File: config.mk
export PLATFORM = sky130hd
export DESIGN_NAME = trig_timer
export DESIGN_NICKNAME = d
export VERILOG_FILES = /design/src/rtl/trig_timer_pkg.sv /design/src/rtl/trig_timer_prescaler.sv /design/src/rtl/trig_timer_counter.sv /design/src/rtl/trig_timer_compare.sv /design/src/rtl/trig_timer_trgsel.sv /design/src/rtl/trig_timer.sv
export SDC_FILE = /design/constraint.sdc
export NUM_CORES = 1
export LEC_CHECK = 0
export BUFFER_PORTS_ARGS = -buffer_cell sky130_fd_sc_hd__buf_4
export CAP_MARGIN = 20
export CORE_MARGIN = 10
export CORE_UTILIZATION = 45
export CTS_CLUSTER_DIAMETER = 40
export DETAILED_ROUTE_END_ITERATION = 12
export SYNTH_ARGS = -nofsm -noshare
export SYNTH_HDL_FRONTEND = slang
export SYNTH_SLANG_ARGS = --single-unit
File: constraint.sdc
create_clock -name clk -period 3.67 [get_ports clk]
set_input_delay 0.367 -clock clk [delete_from_list [all_inputs] [get_ports clk]]
set_output_delay 0.367 -clock clk [all_outputs]
set_load 0.01 [all_outputs]
File: src/rtl/trig_timer_pkg.sv
package trig_timer_pkg;
   typedef enum logic [1:0] {
      CMP_FORCE_LO = 2'd0,
      CMP_FORCE_HI = 2'd1,
      CMP_PWM      = 2'd2,
      CMP_PWM_INV  = 2'd3
   } cmp_mode_e;

   localparam logic [1:0] ADR_CTRL = 2'd0;
   localparam logic [1:0] ADR_PSC  = 2'd1;
   localparam logic [1:0] ADR_ARR  = 2'd2;
   localparam logic [1:0] ADR_CMP  = 2'd3;

   localparam logic [2:0] SRC_OFF    = 3'b000;
   localparam logic [2:0] SRC_UPDATE = 3'b010;
endpackage

File: src/rtl/trig_timer_prescaler.sv
module trig_timer_prescaler #(
   parameter int PSC_W = 16
) (
   input  logic             clk,
   input  logic             rst_n,
   input  logic             run,
   input  logic             reload,
   input  logic [PSC_W-1:0] psc_pre,
   output logic             tick
);
   logic [PSC_W-1:0] phase_q;
   logic [PSC_W-1:0] psc_sh;

   generate
      if (PSC_W < 1 || PSC_W > 32) begin : g_bad_w
         $error("trig_timer_prescaler: PSC_W out of range");
      end
   endgenerate

   assign tick = run && (phase_q >= psc_sh);

   always_ff @(posedge clk or negedge rst_n) begin
      if (!rst_n) begin
         phase_q <= '0;
         psc_sh  <= '0;
      end else begin
         if (run) phase_q <= tick ? '0 : phase_q + 1'b1;
         if (reload) psc_sh <= psc_pre;
      end
   end

   AST_PSC_HOLD: assert property (@(posedge clk) disable iff (!rst_n)
      !run |=> $stable(phase_q));
endmodule

File: src/rtl/trig_timer_counter.sv
module trig_timer_counter #(
   parameter int CNT_W = 16
) (
   input  logic             clk,
   input  logic             rst_n,
   input  logic             run,
   input  logic             tick,
   input  logic [CNT_W-1:0] arr_pre,
   output logic [CNT_W-1:0] cnt,
   output logic             upd_now,
   output logic             upd_flag
);
   logic [CNT_W-1:0] cnt_q;
   logic [CNT_W-1:0] arr_sh;
   logic             upd_q;

   generate
      if (CNT_W < 2 || CNT_W > 32) begin : g_bad_w
         $error("trig_timer_counter: CNT_W out of range");
      end
   endgenerate

   assign upd_now  = run && tick && (cnt_q == arr_sh);
   assign cnt      = cnt_q;
   assign upd_flag = upd_q;

   always_ff @(posedge clk or negedge rst_n) begin
      if (!rst_n) begin
         cnt_q  <= '0;
         arr_sh <= '1;
         upd_q  <= 1'b0;
      end else begin
         upd_q <= upd_now;
         if (upd_now) cnt_q <= '0;
         else if (run && tick) cnt_q <= cnt_q + 1'b1;
         if (upd_now || !run) arr_sh <= arr_pre;
      end
   end

   AST_CNT_HOLD: assert property (@(posedge clk) disable iff (!rst_n)
      !run |=> $stable(cnt_q));
   AST_CNT_STEP: assert property (@(posedge clk) disable iff (!rst_n)
      (cnt_q != $past(cnt_q)) |-> ((cnt_q == $past(cnt_q) + 1'b1) || (cnt_q == '0)));
   AST_UPD_AT_ZERO: assert property (@(posedge clk) disable iff (!rst_n)
      upd_q |-> (cnt_q == '0));
   AST_UPD_SINGLE: assert property (@(posedge clk) disable iff (!rst_n)
      (upd_q && arr_sh != '0) |=> !upd_q);
endmodule

File: src/rtl/trig_timer_compare.sv
module trig_timer_compare
   import trig_timer_pkg::*;
#(
   parameter int CNT_W   = 16,
   parameter bit HAS_INV = 1'b1
) (
   input  logic [CNT_W-1:0] cnt,
   input  logic [CNT_W-1:0] cmp_val,
   input  cmp_mode_e        mode,
   output logic             ref_o
);
   logic below;
   assign below = cnt < cmp_val;

   generate
      if (HAS_INV) begin : g_inv
         always_comb begin
            unique case (mode)
               CMP_FORCE_LO: ref_o = 1'b0;
               CMP_FORCE_HI: ref_o = 1'b1;
               CMP_PWM:      ref_o = below;
               default:      ref_o = !below;
            endcase
         end
      end else begin : g_noinv
         always_comb begin
            unique case (mode)
               CMP_FORCE_LO: ref_o = 1'b0;
               CMP_FORCE_HI: ref_o = 1'b1;
               default:      ref_o = below;
            endcase
         end
      end
   endgenerate
endmodule

File: src/rtl/trig_timer_trgsel.sv
module trig_timer_trgsel
   import trig_timer_pkg::*;
(
   input  logic [2:0] src,
   input  logic       upd_flag,
   input  logic       ref_i,
   output logic       trig
);
   always_comb begin
      if (src[2]) trig = ref_i;
      else if (src == SRC_UPDATE) trig = upd_flag;
      else trig = 1'b0;
   end
endmodule

File: src/rtl/trig_timer.sv
module trig_timer
   import trig_timer_pkg::*;
#(
   parameter int CNT_W   = 16,
   parameter int PSC_W   = 16,
   parameter int DATA_W  = 16,
   parameter bit HAS_INV = 1'b1
) (
   input  logic              clk,
   input  logic              rst_n,
   input  logic              wr_en,
   input  logic [1:0]        wr_addr,
   input  logic [DATA_W-1:0] wr_data,
   output logic              trig_out,
   output logic              cmp_ref,
   output logic [CNT_W-1:0]  cnt_out
);
   localparam int CTRL_W = 6;

   generate
      if (DATA_W < CNT_W || DATA_W < PSC_W || DATA_W < CTRL_W) begin : g_bad_data
         $error("trig_timer: DATA_W too narrow");
      end
   endgenerate

   logic             en_q;
   logic [2:0]       src_q;
   cmp_mode_e        mode_q;
   logic [PSC_W-1:0] psc_pre_q;
   logic [CNT_W-1:0] arr_pre_q;
   logic [CNT_W-1:0] cmp_q;
   logic             tick;
   logic             upd_now;
   logic             upd_flag;
   logic [CNT_W-1:0] cnt;
   logic             ref_w;

   always_ff @(posedge clk or negedge rst_n) begin
      if (!rst_n) begin
         en_q      <= 1'b0;
         src_q     <= SRC_OFF;
         mode_q    <= CMP_FORCE_LO;
         psc_pre_q <= '0;
         arr_pre_q <= '1;
         cmp_q     <= '0;
      end else if (wr_en) begin
         unique case (wr_addr)
            ADR_CTRL: begin
               en_q   <= wr_data[0];
               src_q  <= wr_data[3:1];
               mode_q <= cmp_mode_e'(wr_data[5:4]);
            end
            ADR_PSC: psc_pre_q <= wr_data[PSC_W-1:0];
            ADR_ARR: arr_pre_q <= wr_data[CNT_W-1:0];
            default: cmp_q     <= wr_data[CNT_W-1:0];
         endcase
      end
   end

   trig_timer_prescaler #(.PSC_W(PSC_W)) u_psc (
      .clk(clk), .rst_n(rst_n), .run(en_q), .reload(upd_now || !en_q),
      .psc_pre(psc_pre_q), .tick(tick));

   trig_timer_counter #(.CNT_W(CNT_W)) u_cnt (
      .clk(clk), .rst_n(rst_n), .run(en_q), .tick(tick), .arr_pre(arr_pre_q),
      .cnt(cnt), .upd_now(upd_now), .upd_flag(upd_flag));

   trig_timer_compare #(.CNT_W(CNT_W), .HAS_INV(HAS_INV)) u_cmp (
      .cnt(cnt), .cmp_val(cmp_q), .mode(mode_q), .ref_o(ref_w));

   trig_timer_trgsel u_sel (
      .src(src_q), .upd_flag(upd_flag), .ref_i(ref_w), .trig(trig_out));

   assign cmp_ref = ref_w;
   assign cnt_out = cnt;

   AST_NO_PULSE_STOPPED: assert property (@(posedge clk) disable iff (!rst_n)
      (!en_q && src_q == SRC_UPDATE) |=> !trig_out);
   AST_TRG_FOLLOWS_REF: assert property (@(posedge clk) disable iff (!rst_n)
      src_q[2] |-> (trig_out == cmp_ref));
endmodule

==> impl_metrics.json, run 1 <==
{
  "path_delay_family": "compound AO/OA/AOI/OAI gates",
  "dp_hpwl_mm": 9.04,
  "avgSynthCellArea_sq_um": 11.9,
  "synth_ff_type": "dfrtp_1",
  "worstSetupPathType": "flip-flop to output port",
  "r2r_end": "u_psc.psc_sh[2]",
  "synth_edf_count": 0,
  "clock-root-buffer": "clkbuf_16",
  "cp.arrival_ns": 2.92,
  "detail-route-antenna-nets": 0,
  "synth_top_family_by_area": "multiplexers",
  "drv_cap": 0,
  "placed_area_sq_mm": 0.00636,
  "ys_top_cells_by_area": "dfrtp_1 (37%), dfstp_2 (14%), mux2_2 (13%), ha_1 (7.0%), xnor2_1 (3.0%)",
  "post_cts_buffers": 0,
  "leakage_nw": 3.14,
  "grt_max_degree": 66,
  "clockBufferDepth": 2,
  "n_antenna_cell": 0,
  "dr.pass1.iters": 5,
  "fin_worst_skew_ns": 0.00773,
  "rrSetupSlack_ns": 1.00,
  "io_pins": 39,
  "postSynthCellCount": 494,
  "finalSetupTns_ns": 0,
  "vias": 3889,
  "die_w_um": 134,
  "end_kind": "output port",
  "h-tree-depth": 4,
  "routed_wirelength_mm": 12.7,
  "grt_pass1_vias": 3989,
  "cts.hold.buffers_added": 0,
  "postSynth.asyncResetShare_pct": 100,
  "worstRegToRegCells": 8,
  "nFillCells": 1122,
  "area_delta_synth_final_pct": 18.0,
  "met2WireLength_mm": 5.81,
  "yosys.area.top_type": "dfrtp_1",
  "drive_above_1_share_pct": 31.9,
  "clk_latency_ns": 0.41,
  "cpMaxStageDelayCell": "dfrtp_1",
  "hold_viol_final": 0,
  "row_count": 41,
  "r2r_start": "u_cnt.cnt[1]",
  "port_buffers": 38,
  "maxSlewViolCount": 0,
  "muxShareOfSynthArea_pct": 16.3,
  "wl_met1_mm": 6.07,
  "finalSetupViolCount": 0,
  "grt_pass1_wl_mm": 20.9,
  "place.gp.congestion": 0.820,
  "via_per_inst": 5.33,
  "clkTransAtPathRegs_ns": 0.05,
  "core_sq_mm": 0.0127,
  "dr_wl_met3_um": 564,
  "ys_types": 42,
  "power_density_mw_per_mm2": 600,
  "top_layer": "met4",
  "synth-compound-area-share_pct": 7.60,
  "critPathBufInv": 1,
  "nets": 599,
  "synth_top_area_share_pct": 37.0,
  "cts_tree": "yes",
  "crit_required_ns": 3.30,
  "start_util_pct": 46.2,
  "path_max_fanout": 7,
  "cts_buffers": 17,
  "synthAdderAreaFrac_pct": 7.02,
  "ys_ff_latch": 119,
  "period_minus_slack_ns": 3.29,
  "ys_warn_count": 0,
  "slowest_delay_ns": 0.45,
  "drc": 0,
  "final_area_sq_mm": 0.00693,
  "synth_xor_area_share_pct": 4.47,
  "yosys.cell_count.top_type": "dfrtp_1",
  "gr-total-overflow": 0,
  "max_slew_margin_pct": 27.0,
  "ir_drop_mv": 0.283,
  "avgRoutedWirePerCell_um": 17.4,
  "antenna_found_initial": 0,
  "outcome": "complete, no violations",
  "max_freq_mhz": 304,
  "cts_sinks": 119,
  "synth_common_cells": "dfrtp_1 (87), mux2_2 (70), inv_1 (34)",
  "die_y_um": 134,
  "crit_path_start_kind": "flip-flop",
  "post_cts_resized": 0,
  "first_iter_violations": 266,
  "fp.dieArea_sq_mm": 0.0180,
  "syn-cell-area_sq_mm": 0.00588,
  "syn-num-nets": 548,
  "crit_chain": "ha_1 > and2_1 > a221o_1 > a2111o_1 > a211oi_2 > xor2_1 > a21o_1 > buf_4",
  "synth_seq_area_share_pct": 51.3,
  "yosys.area_share.simple_pct": 9.96,
  "rsz0062_at_grt": "false",
  "hold_class": "input pin to async pin",
  "timing.final.crit_share_pct": 89.6,
  "track_usage_pct": 14.8,
  "worst_pin_slew_ns": 1.09
}
logic make-up after synthesis:
logic type | after synthesis
flops | 119
simple gates | 112
mux | 85
compound gates | 69
buf+inv | 46
fa+ha+maj | 33
xor+xnor | 30
power breakdown:
part | internal (mW) | leakage [nW] | switching [mW]
logic | 0.392 | 1.44 | 0.339
registers | 1.64 | 1.42 | 0.203
clock network | 1.04 | 0.282 | 0.546
worst max-delay path by stage:
stage                  start       end  slack [ns]  cells after the start
2_1_floorplan   u_cnt.cnt[9]  trig_out        0.98                      7
3_3_place_gp   u_cnt.cnt[11]  trig_out        0.84                      8
3_5_place_dp   u_cnt.cnt[11]  trig_out        0.80                      8
4_1_cts        u_cnt.cnt[11]  trig_out        0.35                      8
5_1_grt        u_cnt.cnt[11]  trig_out        0.23                      8
6_report       u_cnt.cnt[11]  trig_out        0.38                      8
stage by stage:
| step | utilization (%) | hold WS [ns] | setup slack, ns | std cells | power, mW |
|---|---|---|---|---|---|
| 6_report | 54.5 | 0.0632 | 0.381 | 730 | 4.16 |
| 3_3_place_gp | 50.0 | 0.469 | 0.839 | 698 | 2.58 |
| 3_5_place_dp | 50.0 | 0.474 | 0.803 | 698 | 2.61 |
| 5_1_grt | 54.5 | 0.119 | 0.231 | 730 | 4.41 |
| 2_1_floorplan | - | 0.0714 | 0.979 | 494 | 2.36 |
| 4_1_cts | 54.5 | 0.0855 | 0.355 | 730 | 4.21 |
state kept, by name, summed over array words and instances, names as in the netlist:
signal	cells
arr_pre_q	16
cmp_q	16
psc_pre_q	16
u_cnt.arr_sh	16
u_cnt.cnt	16
u_psc.phase_q	16
u_psc.psc_sh	16
src_q	3
mode_q	2
en_q	1
u_cnt.upd_flag	1
cells in the final DEF, fill, tap and decap left out, types with 14 or more instances in the layout:
| master | count |
|---|---|
| ha_1 | 33 |
| nor2_1 | 26 |
| mux2_1 | 14 |
| nand2_1 | 20 |
| xnor2_1 | 20 |
| o21ai_0 | 28 |
| mux2_2 | 70 |
| inv_1 | 34 |
| buf_4 | 42 |
| dfrtp_1 | 87 |
| a21oi_1 | 14 |
| nand3_1 | 20 |
| clkbuf_16 | 17 |
| dfstp_2 | 32 |
per-layer routing:
layer  vias up  GRT usage, %
met2        81          22.6
met1      1922          19.0
met3        18          4.11
li1       1868             -
met5         -             0
met4         0          7.07
layout make-up:
cell class                      count  area (sq um)  share of cell area [%]
Tap cell                          172           215                    3.10
Clock inverter                      3          40.0                   0.577
Inverter                           35           131                    1.89
Sequential cell                   119          3020                    43.5
Clock buffer                       29           531                    7.65
Multi-Input combinational cell    329          2660                    38.4
Timing Repair Buffer               43           335                    4.84
No activity file was read; power rests on OpenSTA's default activity.
==> inputs of run 2 (changes only) <==
Settings changed: ABC_AREA set to 1.
==> impl_metrics.json, run 2 <==
{
  "antenna_found_initial": 0,
  "crit_path_start_kind": "flip-flop",
  "io_pins": 39,
  "syn-cell-area_sq_mm": 0.00615,
  "vias": 4900,
  "post_cts_buffers": 0,
  "r2r_end": "u_cnt.cnt[15]",
  "r2r_start": "u_psc.phase_q[11]",
  "max_freq_mhz": 369,
  "grt_max_degree": 67,
  "seqPwrFrac_pct": 41.3,
  "core_sq_mm": 0.0133,
  "cts_sinks": 119,
  "worstSetupPathType": "flip-flop to flip-flop",
  "synth_ff_type": "dfrtp_1",
  "setup.worst_path.start": "u_psc.phase_q[11]",
  "max_slew_margin_pct": 31.9,
  "ys_warn_count": 0,
  "cp.arrival_ns": 3.06,
  "drc": 0,
  "ys_top_cells_by_area": "dfrtp_1 (35%), dfstp_2 (14%), nand2_1 (14%), ha_1 (6.7%), inv_1 (5.0%)",
  "top_layer": "met4",
  "met2WireLength_mm": 6.65,
  "finalSetupViolCount": 0,
  "cts_buffers": 17,
  "drive_above_1_share_pct": 14.2,
  "dp.cells": 931,
  "yosys.cell_count.top_type": "nand2_1",
  "postSynth.asyncResetShare_pct": 100,
  "timing.final.crit_share_pct": 73.9,
  "register_area_sq_mm": 0.00302,
  "grt_pass1_vias": 4952,
  "period_minus_slack_ns": 2.71,
  "hold_class": "input pin to async pin",
  "cts.hold.buffers_added": 0,
  "dr_wl_met3_um": 862,
  "via_per_inst": 5.08,
  "die_w_um": 137,
  "worstRegToRegCells": 12,
  "synth_top_area_share_pct": 35.4,
  "yosys.area.top_type": "dfrtp_1",
  "nets": 830,
  "post_cts_resized": 0,
  "postSynthCellCount": 743,
  "gr-total-overflow": 0,
  "intPower_mw": 3.05,
  "avgRoutedWirePerCell_um": 15.6,
  "dp_hpwl_mm": 10.3,
  "avgSynthCellArea_sq_um": 8.27,
  "track_usage_pct": 17.2,
  "area_delta_synth_final_pct": 17.2,
  "clk_latency_ns": 0.42,
  "ys_types": 29,
  "synth_edf_count": 0,
  "placed_area_sq_mm": 0.00655,
  "routed_wirelength_mm": 15.0,
  "h-tree-depth": 4,
  "pwr-share-clk_pct": 41.9,
  "power_density_mw_per_mm2": 589,
  "rrSetupSlack_ns": 0.96,
  "rsz0062_at_grt": "false",
  "dr.pass1.iters": 6,
  "clkTransAtPathRegs_ns": 0.05,
  "multi_input_area_sq_mm": 0.00267,
  "hold_viol_final": 0,
  "fin_cells": 965,
  "end_kind": "flip-flop",
  "outcome": "complete, no violations",
  "drv_cap": 0,
  "swShare_pct": 28.2,
  "synth_seq_area_share_pct": 49.1,
  "syn-num-nets": 797,
  "leakage_nw": 3.66,
  "final_area_sq_mm": 0.00721,
  "grt_pass1_wl_mm": 25.2,
  "detail-route-antenna-nets": 0,
  "place.gp.congestion": 0.842,
  "worst_pin_slew_ns": 1.02,
  "clock-root-buffer": "clkbuf_16",
  "ir_drop_mv": 0.357,
  "nFillCells": 1244,
  "crit_required_ns": 4.02,
  "die_y_um": 137,
  "finalSetupTns_ns": 0,
  "fp.dieArea_sq_mm": 0.0187,
  "wl_met1_mm": 7.28,
  "start_util_pct": 46.2,
  "port_buffers": 38,
  "p_comb_share_pct": 16.8,
  "maxSlewViolCount": 0,
  "cts_tree": "yes",
  "first_iter_violations": 408,
  "row_count": 42,
  "path_max_fanout": 29,
  "synth_common_cells": "nand2_1 (222), dfrtp_1 (87), inv_1 (82)",
  "clockBufferDepth": 2,
  "fin_worst_skew_ns": 0.00659,
  "final_common_cell": "nand2_1",
  "n_antenna_cell": 0,
  "crit_end": "u_cnt.cnt[15]",
  "switchingPower_mw": 1.20,
  "ys_ff_latch": 119,
  "layout_common_cells": "nand2_1 (222), dfrtp_1 (87), inv_1 (82)"
}
[run 2: worst min-delay path by stage]
| stage | from | endpoint | cells after the start |
|---|---|---|---|
| 2_1_floorplan | rst_n | cmp_q[0] | 0 |
| 3_3_place_gp | arr_pre_q[5] | u_cnt.arr_sh[5] | 2 |
| 3_5_place_dp | psc_pre_q[4] | u_psc.psc_sh[4] | 2 |
| 4_1_cts | rst_n | u_psc.phase_q[10] | 1 |
| 5_1_grt | rst_n | u_psc.phase_q[10] | 1 |
| 6_report | rst_n | u_psc.phase_q[10] | 1 |
[run 2: cells by family (layout without fill, tap and decap cells)]
group | count (synthesis) | count (layout) | share of synthesized area (%)
simple gates | 369 | 369 | 25.5
flops | 119 | 119 | 49.1
fa+ha+maj | 33 | 33 | 6.72
compound gates | 74 | 74 | 6.21
xor+xnor | 35 | 35 | 4.99
buf+inv | 113 | 159 | 7.47
[run 2: worst max-delay path, stage by stage, from the launching register on]
cell and delay, ns:
dfrtp_1 0.42, ha_1 0.32, nand2_1 0.05, inv_1 0.07, nand3_1 0.07, nor3_1 0.21, nand2_1 0.09, nand3_1 0.14
nand2_1 0.06, buf_4 0.22, inv_1 0.72, nand3_1 0.17, nand2_1 0.11
[run 2: per-layer routing]
| layer | GRT usage (%) | up-vias |
|---|---|---|
| met5 | 0 | - |
| met4 | 6.56 | 0 |
| met3 | 5.24 | 11 |
| met2 | 25.4 | 127 |
| met1 | 23.3 | 2329 |
| li1 | - | 2433 |
[run 2: per-stage QoR]
stage | hold slack (ns) | power (mW) | worst slack [ns] | util (%)
after floorplan | 0.0714 | 2.25 | 1.73 | -
after global placement | 0.450 | 2.46 | 1.07 | 49.2
after detailed placement | 0.454 | 2.49 | 0.956 | 49.2
after CTS | 0.0857 | 4.27 | 0.939 | 54.0
after global routing | 0.115 | 4.52 | 0.623 | 54.2
final | 0.0506 | 4.24 | 0.959 | 54.2
[run 2: cell type report]
type / count / share of cell area (%)
Clock buffer: 21 / 6.39
Clock inverter: 11 / 2.38
Inverter: 83 / 4.32
Multi-Input combinational cell: 511 / 37.1
Sequential cell: 119 / 41.9
Tap cell: 176 / 3.06
Timing Repair Buffer: 44 / 4.91
[run 2: power groups by stage]
stage	clock network [mW]	registers (mW)	logic, mW
3_3_place_gp	0	1.77	0.694
6_report	1.78	1.75	0.714
2_1_floorplan	0	1.72	0.524
3_5_place_dp	0	1.77	0.716
4_1_cts	1.80	1.75	0.724
5_1_grt	1.87	1.79	0.863
==> inputs of run 3 (changes only) <==
Clock period 3.67 ns to 2.7 ns, I/O delays scaled along.
==> impl_metrics.json, run 3 (same netlist as run 2, synthesis figures left out) <==
{
  "clock-root-buffer": "clkbuf_16",
  "place.gp.congestion": 0.862,
  "top_layer": "met4",
  "gr-total-overflow": 0,
  "whs_path_depth": 3,
  "area_delta_synth_final_pct": 17.9,
  "fin_util_pct": 54.5,
  "timing.final.crit_share_pct": 92.6,
  "crit_chain": "ha_1 > a21oi_1 > nor2_1 > nor3_1 > nand2_1 > nand2_1 > nand2_1 > nand2_1 > nand2_1 > nand2_1 > nand2_1 > buf_4",
  "row_count": 42,
  "cpMaxStageDelayCell": "dfrtp_2",
  "ir_drop_mv": 0.502,
  "drc": 0,
  "clkTransAtPathRegs_ns": 0.05,
  "critPathBufInv": 1,
  "hold_viol_final": 0,
  "clockBufferDepth": 2,
  "die_w_um": 137,
  "grt_max_degree": 84,
  "maxSlewViolCount": 0,
  "period_minus_slack_ns": 2.50,
  "cts_sinks": 119,
  "holdPathEnd": "psc_pre_q[8]",
  "rsz0062_at_grt": "false",
  "port_buffers": 38,
  "slowest_delay_ns": 0.46,
  "r2r_start": "u_cnt.cnt[5]",
  "max_freq_mhz": 400,
  "layout_common_cells": "nand2_1 (222), dfrtp_1 (84), inv_1 (82)",
  "fp.dieArea_sq_mm": 0.0187,
  "core_sq_mm": 0.0133,
  "crit_required_ns": 2.43,
  "grt_pass1_vias": 4885,
  "wl_met1_mm": 7.46,
  "track_usage_pct": 17.3,
  "path_delay_family": "simple AND/OR/NAND/NOR gates",
  "crit_cells": 12,
  "p_total_mw": 5.69,
  "cts_tree": "yes",
  "cts_buffers": 17,
  "outcome": "complete, no violations",
  "whs_ns": 0.182,
  "cp.arrival_ns": 2.23,
  "first_iter_violations": 347,
  "path_max_fanout": 6,
  "h-tree-depth": 4,
  "via_per_inst": 5.05,
  "io_pins": 39,
  "nets": 839,
  "met2WireLength_mm": 6.92,
  "crit_path_start_kind": "flip-flop",
  "end_kind": "output port",
  "drv_cap": 0,
  "detail-route-antenna-nets": 0,
  "start_util_pct": 46.2,
  "grt_pass1_wl_mm": 25.5,
  "avgRoutedWirePerCell_um": 15.5,
  "max_slew_margin_pct": 64.7,
  "drive_above_1_share_pct": 15.3,
  "dr.pass1.iters": 4,
  "dr_wl_met3_um": 556,
  "antenna_found_initial": 0,
  "crit_top_cell": "nand2_1",
  "worst_pin_slew_ns": 0.529,
  "n_antenna_cell": 0,
  "worstSetupPathType": "flip-flop to output port",
  "finalSetupTns_ns": 0,
  "hp-start": "wr_data[8]",
  "dp_hpwl_mm": 10.6,
  "routed_wirelength_mm": 15.1,
  "r2r_end": "u_psc.psc_sh[15]",
  "power_density_mw_per_mm2": 785,
  "die_y_um": 137,
  "rrSetupSlack_ns": 0.52,
  "finalSetupViolCount": 0,
  "nFillCells": 1247,
  "fin_worst_skew_ns": 0.00660,
  "hold_class": "input pin to flip-flop",
  "final_common_cell": "nand2_1",
  "leakage_nw": 3.67,
  "worstRegToRegCells": 13,
  "vias": 4915,
  "clk_latency_ns": 0.42
}
[run 3: cell count changes in the layout (fill, tap and decap cells not counted), moves of 2 or more]
cell and delta:
dfrtp_1 -3, buf_4 +9, dfrtp_2 +3, clkinvlp_4 +2
[run 3: how the worst max path moves through the flow]
stage | slack, ns | end | start
6_report | 0.20 | trig_out | u_cnt.cnt[5]
5_1_grt | 0.006 | trig_out | u_cnt.cnt[5]
4_1_cts | 0.14 | trig_out | u_cnt.cnt[13]
3_5_place_dp | 0.52 | u_psc.psc_sh[15] | u_psc.phase_q[11]
3_3_place_gp | 0.54 | u_psc.psc_sh[15] | u_psc.phase_q[11]
2_1_floorplan | 0.85 | u_psc.phase_q[12] | u_psc.phase_q[11]
[run 3: tightest hold or removal path, stage by stage]
cell and delay, ns:
buf_4 0.08, inv_1 0.06, o21ai_0 0.15
[run 3: metal layers]
layer  track usage (%)  up-vias
met1              24.0     2368
met3              4.36       12
met4              4.86        0
met2              26.0       82
met5                 0        -
li1                  -     2453
[run 3: final cells by class]
cell class / count / area [sq um] / share of cell area (%)
sequential: 119 / 3020 / 41.7
timing repair buffer: 53 / 425 / 5.87
multi-input combinational: 511 / 2670 / 36.8
inverter: 83 / 312 / 4.30
clock buffer: 21 / 450 / 6.22
clock inverter: 11 / 148 / 2.04
tap: 176 / 220 / 3.04
[run 3: where the power goes]
group | leakage, nW | total [mW] | switching, mW | internal, mW
sequential | 1.46 | 2.40 | 0.246 | 2.15
combinational | 1.94 | 0.994 | 0.584 | 0.411
clock | 0.280 | 2.29 | 0.819 | 1.47
total | 3.67 | 5.69 | 1.65 | 4.04
[run 3: timing repair]
| item | CTS | global route |
|---|---|---|
| setup endpoints to repair | 0 | 1 |
| resized for setup | 0 | 3 |
| buffers inserted | 0 | 4 |
| hold buffers | 1 | 0 |
| endpoints found under the hold margin | 32 | 0 |
[run 3: through the flow]
step / cell area, sq um / worst slack (ns) / std cells
final: 7250 / 0.200 / 974
after CTS: 7210 / 0.139 / 970
after detailed placement: 6610 / 0.519 / 937
after global routing: 7250 / 0.00607 / 974
after global placement: 6610 / 0.544 / 937
after floorplan: 6150 / 0.851 / 743
